**src/rtl/vas_pkg.sv**
```systemverilog
package vas_pkg;
  typedef enum logic [1:0] {
    EW_SINGLE = 2'd0,
    EW_DOUBLE = 2'd1,
    EW_EXT    = 2'd2,
    EW_EXT_AL = 2'd3
  } ew_e;

  // log2 of the element size in bytes
  function automatic logic [2:0] ew_shift(input ew_e code);
    case (code)
      EW_SINGLE: ew_shift = 3'd2;
      EW_DOUBLE: ew_shift = 3'd3;
      default:   ew_shift = 3'd4;
    endcase
  endfunction
endpackage

```
**src/rtl/vas_step_calc.sv**
```systemverilog
module vas_step_calc #(
  parameter int ADDR_W = 40,
  parameter int SREG_W = 32
) (
  input  logic [1:0]        sel,
  input  logic [SREG_W-1:0] stride_a,
  input  logic [SREG_W-1:0] stride_b,
  input  logic [SREG_W-1:0] stride_c,
  input  logic [1:0]        width_code,
  output logic [ADDR_W-1:0] step
);
  import vas_pkg::*;

  logic [SREG_W-1:0] skip_n;
  logic [ADDR_W-1:0] span;

  always_comb begin
    case (sel)
      2'b01:   skip_n = stride_a;
      2'b10:   skip_n = stride_b;
      2'b11:   skip_n = stride_c;
      default: skip_n = '0;
    endcase
  end

  // (skipped elements + the element itself) times element size
  assign span = ADDR_W'(skip_n) + ADDR_W'(1);
  assign step = span << ew_shift(ew_e'(width_code));
endmodule

```
**src/rtl/vas_walker.sv**
```systemverilog
module vas_walker #(
  parameter int ADDR_W = 40,
  parameter int LEN_W  = 8,
  parameter int MASK_N = 16
) (
  input  logic              clk,
  input  logic              rst_n,
  input  logic              start,
  input  logic [ADDR_W-1:0] first_addr,
  input  logic [ADDR_W-1:0] step,
  input  logic [LEN_W-1:0]  last_pos,
  input  logic              mask_mode,
  input  logic [MASK_N-1:0] mask,
  input  logic              out_ready,
  output logic              out_valid,
  output logic [ADDR_W-1:0] out_addr,
  output logic [LEN_W-1:0]  out_idx,
  output logic              done
);
  localparam int MSEL_W = $clog2(MASK_N);

  logic              busy_q;
  logic [ADDR_W-1:0] addr_q;
  logic [ADDR_W-1:0] step_q;
  logic [LEN_W-1:0]  pos_q;
  logic [LEN_W-1:0]  last_q;
  logic              mmode_q;
  logic [MASK_N-1:0] mask_q;
  logic              pos_en;
  logic              advance;
  logic              at_last;

  assign pos_en    = !mmode_q || mask_q[pos_q[MSEL_W-1:0]];
  assign out_valid = busy_q && pos_en;
  assign advance   = busy_q && (!pos_en || out_ready);
  assign at_last   = (pos_q == last_q);
  assign out_addr  = addr_q;
  assign out_idx   = pos_q;

  always_ff @(posedge clk) begin
    if (!rst_n) begin
      busy_q  <= 1'b0;
      done    <= 1'b0;
      addr_q  <= '0;
      step_q  <= '0;
      pos_q   <= '0;
      last_q  <= '0;
      mmode_q <= 1'b0;
      mask_q  <= '0;
    end else begin
      done <= 1'b0;
      if (!busy_q) begin
        if (start) begin
          busy_q  <= 1'b1;
          addr_q  <= first_addr;
          step_q  <= step;
          pos_q   <= '0;
          last_q  <= last_pos;
          mmode_q <= mask_mode;
          mask_q  <= mask;
        end
      end else if (advance) begin
        if (at_last) begin
          busy_q <= 1'b0;
          done   <= 1'b1;
        end else begin
          pos_q  <= pos_q + LEN_W'(1);
          addr_q <= addr_q + step_q;
        end
      end
    end
  end
endmodule

```
**src/rtl/vec_addr_seq.sv**
```systemverilog
module vec_addr_seq #(
  parameter int ADDR_W = 40,
  parameter int SREG_W = 32,
  parameter int LEN_W  = 8,
  parameter int MASK_N = 16
) (
  input  logic              clk,
  input  logic              rst_n,
  input  logic              start,
  input  logic [ADDR_W-1:0] cmd_addr,
  input  logic [1:0]        width_code,
  input  logic [LEN_W-1:0]  len_m1,
  input  logic              mask_mode,
  input  logic [MASK_N-1:0] mask,
  input  logic [SREG_W-1:0] stride_a,
  input  logic [SREG_W-1:0] stride_b,
  input  logic [SREG_W-1:0] stride_c,
  output logic              out_valid,
  input  logic              out_ready,
  output logic [ADDR_W-1:0] out_addr,
  output logic [LEN_W-1:0]  out_idx,
  output logic              done
);
  localparam logic [LEN_W-1:0] MASK_LAST = LEN_W'(MASK_N - 1);

  logic [ADDR_W-1:0] first_addr;
  logic [ADDR_W-1:0] step;
  logic [LEN_W-1:0]  last_pos;

  assign first_addr = {cmd_addr[ADDR_W-1:2], 2'b00};
  assign last_pos   = mask_mode ? MASK_LAST : len_m1;

  vas_step_calc #(.ADDR_W(ADDR_W), .SREG_W(SREG_W)) u_step (
    .sel        (cmd_addr[1:0]),
    .stride_a   (stride_a),
    .stride_b   (stride_b),
    .stride_c   (stride_c),
    .width_code (width_code),
    .step       (step)
  );

  vas_walker #(.ADDR_W(ADDR_W), .LEN_W(LEN_W), .MASK_N(MASK_N)) u_walk (
    .clk        (clk),
    .rst_n      (rst_n),
    .start      (start),
    .first_addr (first_addr),
    .step       (step),
    .last_pos   (last_pos),
    .mask_mode  (mask_mode),
    .mask       (mask),
    .out_ready  (out_ready),
    .out_valid  (out_valid),
    .out_addr   (out_addr),
    .out_idx    (out_idx),
    .done       (done)
  );
endmodule

```
**config.mk**
```make
export PLATFORM = sky130hd
export DESIGN_NAME = vec_addr_seq
export DESIGN_NICKNAME = d
export VERILOG_FILES = /design/src/rtl/vas_pkg.sv /design/src/rtl/vas_step_calc.sv /design/src/rtl/vas_walker.sv /design/src/rtl/vec_addr_seq.sv
export SDC_FILE = /design/constraint.sdc
export NUM_CORES = 1
export LEC_CHECK = 0
export BUFFER_PORTS_ARGS = -buffer_cell sky130_fd_sc_hd__buf_4
export CORE_MARGIN = 1.5
export CORE_UTILIZATION = 33
export CTS_CLUSTER_DIAMETER = 60
export CTS_CLUSTER_SIZE = 12
export DETAILED_ROUTE_END_ITERATION = 7
export GPL_TIMING_DRIVEN = 0
export MAX_ROUTING_LAYER = met4
export PLACE_DENSITY = 0.59
export SLEW_MARGIN = 10
export SYNTH_ARGS = -nofsm -noshare
export SYNTH_HDL_FRONTEND = slang
export SYNTH_SLANG_ARGS = --single-unit
```
**constraint.sdc**
```tcl
create_clock -name clk -period 4.05 [get_ports clk]
set_input_delay 1.215 -clock clk [delete_from_list [all_inputs] [get_ports clk]]
set_output_delay 1.215 -clock clk [all_outputs]
set_load 0.005 [all_outputs]
```
# Yosys cells after proc, flatten, opt, wreduce, memory -nomap -nowiden
# Index checks and enable logic that the tools add are counted.
dict set report op_classes {
  n_addsub 3
  n_reduce_logical 11
  bitwise_logic 1
  magnitude_cmp 1
  mux 18
  n_eq_ne 7
  shift 1
}
# operator n
set op_table {}
lappend op_table {{$mux 40} 4}
lappend op_table {{$pmux 32 s3} 1}
lappend op_table {{$add 40x40->40} 1}
lappend op_table {{$mux 8} 5}
lappend op_table {{$shl 40x3->40} 1}
lappend op_table {{$add 32x1->33 const B} 1}
lappend op_table {{$add 8x1->8 const B} 1}
lappend op_table {{$eq 8x8->1} 1}
lappend op_table {{$mux 1} 6}
lappend op_table {{$pmux 3 s2} 1}
lappend op_table {{$reduce_and 3->1} 2}
lappend op_table {{$lt 4x5->1 const B} 1}
lappend op_table {{$bmux 1 s4} 1}
lappend op_table {{$eq 2x1->1 const B} 2}
lappend op_table {{$eq 2x2->1 const B} 2}
lappend op_table {{$ne 2x2->1 const B} 2}
lappend op_table {{$logic_and 1x1->1} 2}
lappend op_table {{$logic_not 1->1} 2}
lappend op_table {{$logic_not 2->1} 1}
lappend op_table {{$logic_or 1x1->1} 2}
lappend op_table {{$reduce_and 2->1} 1}
lappend op_table {{$reduce_bool 2->1} 1}
lappend op_table {{$not 1->1} 1}
dict set report word_totals {
  regBits 115
  in_bits 167
  output_inout_bits 50
  wordCells 50
}

# Depth between registers and ports, before layout
dict set report depth {
  word_depth 8
  depth_mapped 12
  ltp_nobuf 10
}

# Modules after synthesis
# A second synthesis with hierarchy kept.
dict set report unflattened {
  cells_unflattened 1227
  hier_area_um2 9285.2
}
# mod cells_per_inst seq_area_each_um2 n_inst area_each_um2
set modules_own_cells {}
lappend modules_own_cells {vas_walker 919 2302.2 1 7045.5}
lappend modules_own_cells {vas_step_calc 299 0.0 1 2185.8}
lappend modules_own_cells {vec_addr_seq 9 0.0 1 53.8}

# Worst setup path before layout
# No wires, ideal clock.
dict set report synth_timing {
  path_kind {in2reg}
  startpoint {input cmd_addr[1]}
  endpoint {register u_walk.step_q[34]}
  slack_ps 444
  t_arrival_ps 3526
  n_path_buf 3
  setup_time_ps 79
  t_required_ps 3971
  stages 12
  cell_sequence {buf_2 > nor2b_4 > buf_6 > buf_6 > a22o_2 > ha_1 > nand4b_4 > nor4_4 > nand3_2 > or2_0 > a211o_1 > a211oi_2}
}
dict set report synth_via {
  elab_chain_len 4
  elab_cells_between_ends 6
  classes_between {1 x add/sub; 3 x eq/ne; 1 x shift; 1 x mux}
}
# element line
set synth_rtl {}
lappend synth_rtl {{start, declared} vec_addr_seq.sv:10} ;# input logic [ADDR_W-1:0] cmd_addr,
lappend synth_rtl {{$eq 2x2->1 or $eq 2x1->1 (tied branches)} vas_step_calc.sv:18} ;# case (sel)
lappend synth_rtl {{$pmux 32 s3 *} vas_step_calc.sv:18}
lappend synth_rtl {{$add 32x1->33 *} vas_step_calc.sv:27} ;# assign span = ADDR_W'(skip_n) + ADDR_W'(1);
lappend synth_rtl {{$shl 40x3->40 *} vas_step_calc.sv:28} ;# assign step = span << ew_shift(ew_e'(width_code));
lappend synth_rtl {{end signal, assigned} vas_walker.sv:56} ;# step_q <= step;
lappend synth_rtl {{end, declared} vas_walker.sv:24} ;# logic [ADDR_W-1:0] step_q;
# Mark *: on every way between the ends. The rest lies on a longest branch, timed or not.
# A chain may end at the register's enable or synchronous reset.

# Final worst setup path
dict set report layout_timing {
  startpoint {register u_walk.pos_q[1], in the netlist u_walk.out_idx[1]}
  endpoint {output out_valid}
}
dict set report layout_via {
  elab_chain_len 4
}
# element line
set layout_rtl {}
lappend layout_rtl {{start, declared} vas_walker.sv:25} ;# logic [LEN_W-1:0] pos_q;
lappend layout_rtl {{start signal, assigned} vas_walker.sv:67} ;# pos_q <= pos_q + LEN_W'(1);
lappend layout_rtl {{$bmux 1 s4} vas_walker.sv:33} ;# assign pos_en = !mmode_q || mask_q[pos_q[MSEL_W-1:0]];
lappend layout_rtl {{$mux 1 (not written as such)} vas_walker.sv:33}
lappend layout_rtl {{$logic_or 1x1->1} vas_walker.sv:33}
lappend layout_rtl {{$logic_and 1x1->1} vas_walker.sv:34} ;# assign out_valid = busy_q && pos_en;
lappend layout_rtl {{end, declared} vec_addr_seq.sv:18} ;# output logic out_valid,
# No other way between the ends. The select of a mux whose other input is x is not followed.

==> results.tsv <==
metric	value	unit
Required @ worst endpoint	2.83	ns
Initial Utilization	0.337	
worst slew pin tran	0.928	ns
violated checks	design-rule violations	
Synth top area share	0.262	
vias per cell	5.50	
GRT Residual Overflow	0	
cell mode on critical path	mux4_2	
register area share after synthesis	0.262	
sum of negative setup slack	0	ns
CTS HTree Levels	4	
setup bufs post-CTS	0	
yosys warns	0	
core area	26100	µm²
Top Ports	217	
largest cells by area after synthesis	dfxtp_1, a21oi_1, ha_1	
Clock Sinks	115	
final core area utilization	0.438	
Synth Flop Type	dfxtp_1	
Fillers	2678	
fin. max-slew vios	0	
DRC Markers	16	
CTS Buf Count	17	
count of final hold-check violations	0	
full die area	27700	µm²
vias in the first global route	8841	
post-synthesis async set-or-reset flop share	0	
IO Port Bufs	211	
pin count of the biggest net entering global routing	17	
Yosys reg bits	115	
layout cells sized above 1	0.247	
Layout Skew	0.00963	ns
Rel. slew slack	0.381	
final worst-path cycle share	0.944	
post-CTS sizing	0	
post-layout minimum cycle time	3.82	ns
DP Area	10800	µm²
max_cap viols	0	
Detailed Place HPWL	25600	µm
wire length per cell	19.0	µm
via count	9177	
Slowest Stage Delay on Critical Path	0.50	ns
crit start category	register	
Placer Congestion	0.932	
Synth-to-Final Area Change	29.9	%
# diodes	0	
hold buffer count at CTS	0	
final setup fails	0	
number of routed nets with antenna violations	0	
maximum vdd drop	285	µV
Worst-path clk slew	0.06	ns
drt initial violations	710	
Cell variety after synth	79	
Leak	0.00481	µW
Final nets	1531	
Max clock buf depth	2	
fin area	11400	µm²
RSZ-0062 raised after global routing	false	
CP Buf/Inv Count	2	
Synth top cells by count	nand2_1, a21oi_1, dfxtp_1	
Routed WL	31700	µm
synthesized net count	1301	
synthesized area per cell	8.06	µm²
EDFF count, synth	0	
worst hold stages	2	
Die H	166	µm
Crit-path slowest cell	mux4_2	
worst min path class	reg2reg	
Crit Path Max Fanout	9	
fmax	0.261	GHz
Core Rows	59	
Worst-Skew Late Latency	0.42	ns
synthesized area	8800	µm²
CTS root buffer	clkbuf_16	
cells after synthesis	1092	
Pwr Density	353	nW/µm²
count leader, synth	nand2_1	
type of the worst setup path	reg2out	
CTS tree	done	
R2R cell count	10	
status	complete, but fails checks	
critical path cell sequence	clkbuf_1 > mux4_2 > mux4_2 > nor2b_2 > nor2b_1 > buf_4	
Die W	166	µm
Levels on crit path	6	
drt first pass iters	8	
CP Capture Type	primary output	
CP top delay family	multiplexers	
first-pass GRT wire length	49000	µm
worst endpoint data arrival time	2.61	ns
initial antenna violation count	0	
area leader, netlist	dfxtp_1	
Global Route Usage Sum	0.233	
worst hold slack	0.455	ns
## registers in the layout, summed over array words and instances, names as in the netlist
| register | flops |
|---|---|
| u_walk.out_addr | 40 |
| u_walk.mmode_q | 1 |
| u_walk.done | 1 |
| u_walk.out_idx | 8 |
| u_walk.mask_q | 16 |
| u_walk.busy_q | 1 |
| u_walk.last_q | 8 |
| u_walk.step_q | 40 |
## metrics by stage
stage | power (µW) | worst slack [ns] | cells
final | 4030 | 0.226 | 1670
after global routing | 4220 | 0.149 | 1670
after CTS | 4040 | 0.226 | 1670
after detailed placement | 2410 | 0.0736 | 1638
after global placement | 2390 | 0.0931 | 1638
after floorplan | 1960 | 0.444 | 1092
## final cells by class
type / count / area (µm²) / area share
multi-input combinational: 888 / 6080 / 0.531
sequential: 115 / 2300 / 0.201
timing repair buffer: 211 / 1580 / 0.139
clock buffer: 18 / 439 / 0.0384
tap: 335 / 419 / 0.0367
buffer: 73 / 364 / 0.0318
clock inverter: 14 / 190 / 0.0166
inverter: 16 / 60.1 / 0.00525
## path summary, 6_finish.rpt
check | from | to | slack (ns)
setup / recovery | u_walk.out_idx[1]$_SDFFE_PN0P_ | out_valid | 0.23
hold reg to reg | u_walk.mask_q[5]$_SDFFE_PN0P_ | u_walk.mask_q[5]$_SDFFE_PN0P_ | 0.45
setup reg to reg | u_walk.step_q[13]$_SDFFE_PN0P_ | u_walk.out_addr[38]$_SDFFE_PN0P_ | 0.78
hold / removal | u_walk.mask_q[5]$_SDFFE_PN0P_ | u_walk.mask_q[5]$_SDFFE_PN0P_ | 0.45
## worst register-to-register path: cells and delay by family, from the launching register on
kind                     cells  cell delay (ns)
buffers and inverters        1             0.29
AO/OA/AOI/OAI                5             1.29
flip-flops                   1             0.35
AND/OR/NAND/NOR              3             0.99
adder cells (fa/ha/maj)      1             0.28
## placed cells by master, fill, tap and decap left out, types with 5 or more instances in the layout
master,synthesis,final
clkbuf_16,0,17
nor2b_1,7,7
clkbuf_1,48,48
mux2i_1,38,38
mux2_2,30,30
nand3_1,25,25
nand3b_1,7,7
nand4_1,22,22
a221o_1,5,5
o21ai_0,58,58
a21oi_1,117,117
xor2_1,31,31
nor2_1,75,75
inv_1,16,16
nor4_1,12,12
buf_2,11,11
dfxtp_1,115,115
buf_4,3,214
a22oi_1,21,21
a21boi_0,5,5
a21o_1,16,16
ha_1,41,41
nand2_1,127,127
buf_6,5,5
mux4_2,5,5
o211ai_1,23,23
a22o_2,8,8
or3_1,8,8
xnor2_1,41,41
nor3_1,17,17
a211oi_1,19,19
o221ai_1,10,10
a22o_1,16,16
and3_1,14,14
inv_6,0,5
nand2b_1,8,8
a31oi_1,10,10
o21bai_1,7,7
## cells by family (layout without fill, tap and decap cells)
logic type | count (synthesis) | after routing | share of synthesized area
buffers and inverters | 89 | 332 | 0.0482
adders and majority gates | 42 | 42 | 0.0606
and+or+nand+nor | 357 | 357 | 0.205
muxes | 77 | 77 | 0.0995
xor gates and xnor gates | 72 | 72 | 0.0716
DFF | 115 | 115 | 0.262
AOI/OAI and AO/OA | 340 | 340 | 0.253
## report_power, final
group	internal, µW	leakage, µW	switching [µW]
Clock	1010	0.000306	635
Sequential	1220	0.000944	92.4
Combinational	475	0.00356	604
Total	2700	0.00481	1330
## routing by layer
layer	up-vias	share of wire	global-route usage	wire, µm
met3	29	0.055	0.0355	1740
met4	0	0.016	0.0617	521
met2	339	0.46	0.370	14400
met1	4294	0.47	0.309	15000
met5	-	0	-	0
li1	4515	-	-	-
Note: power is estimated with default switching activity, not from simulation.
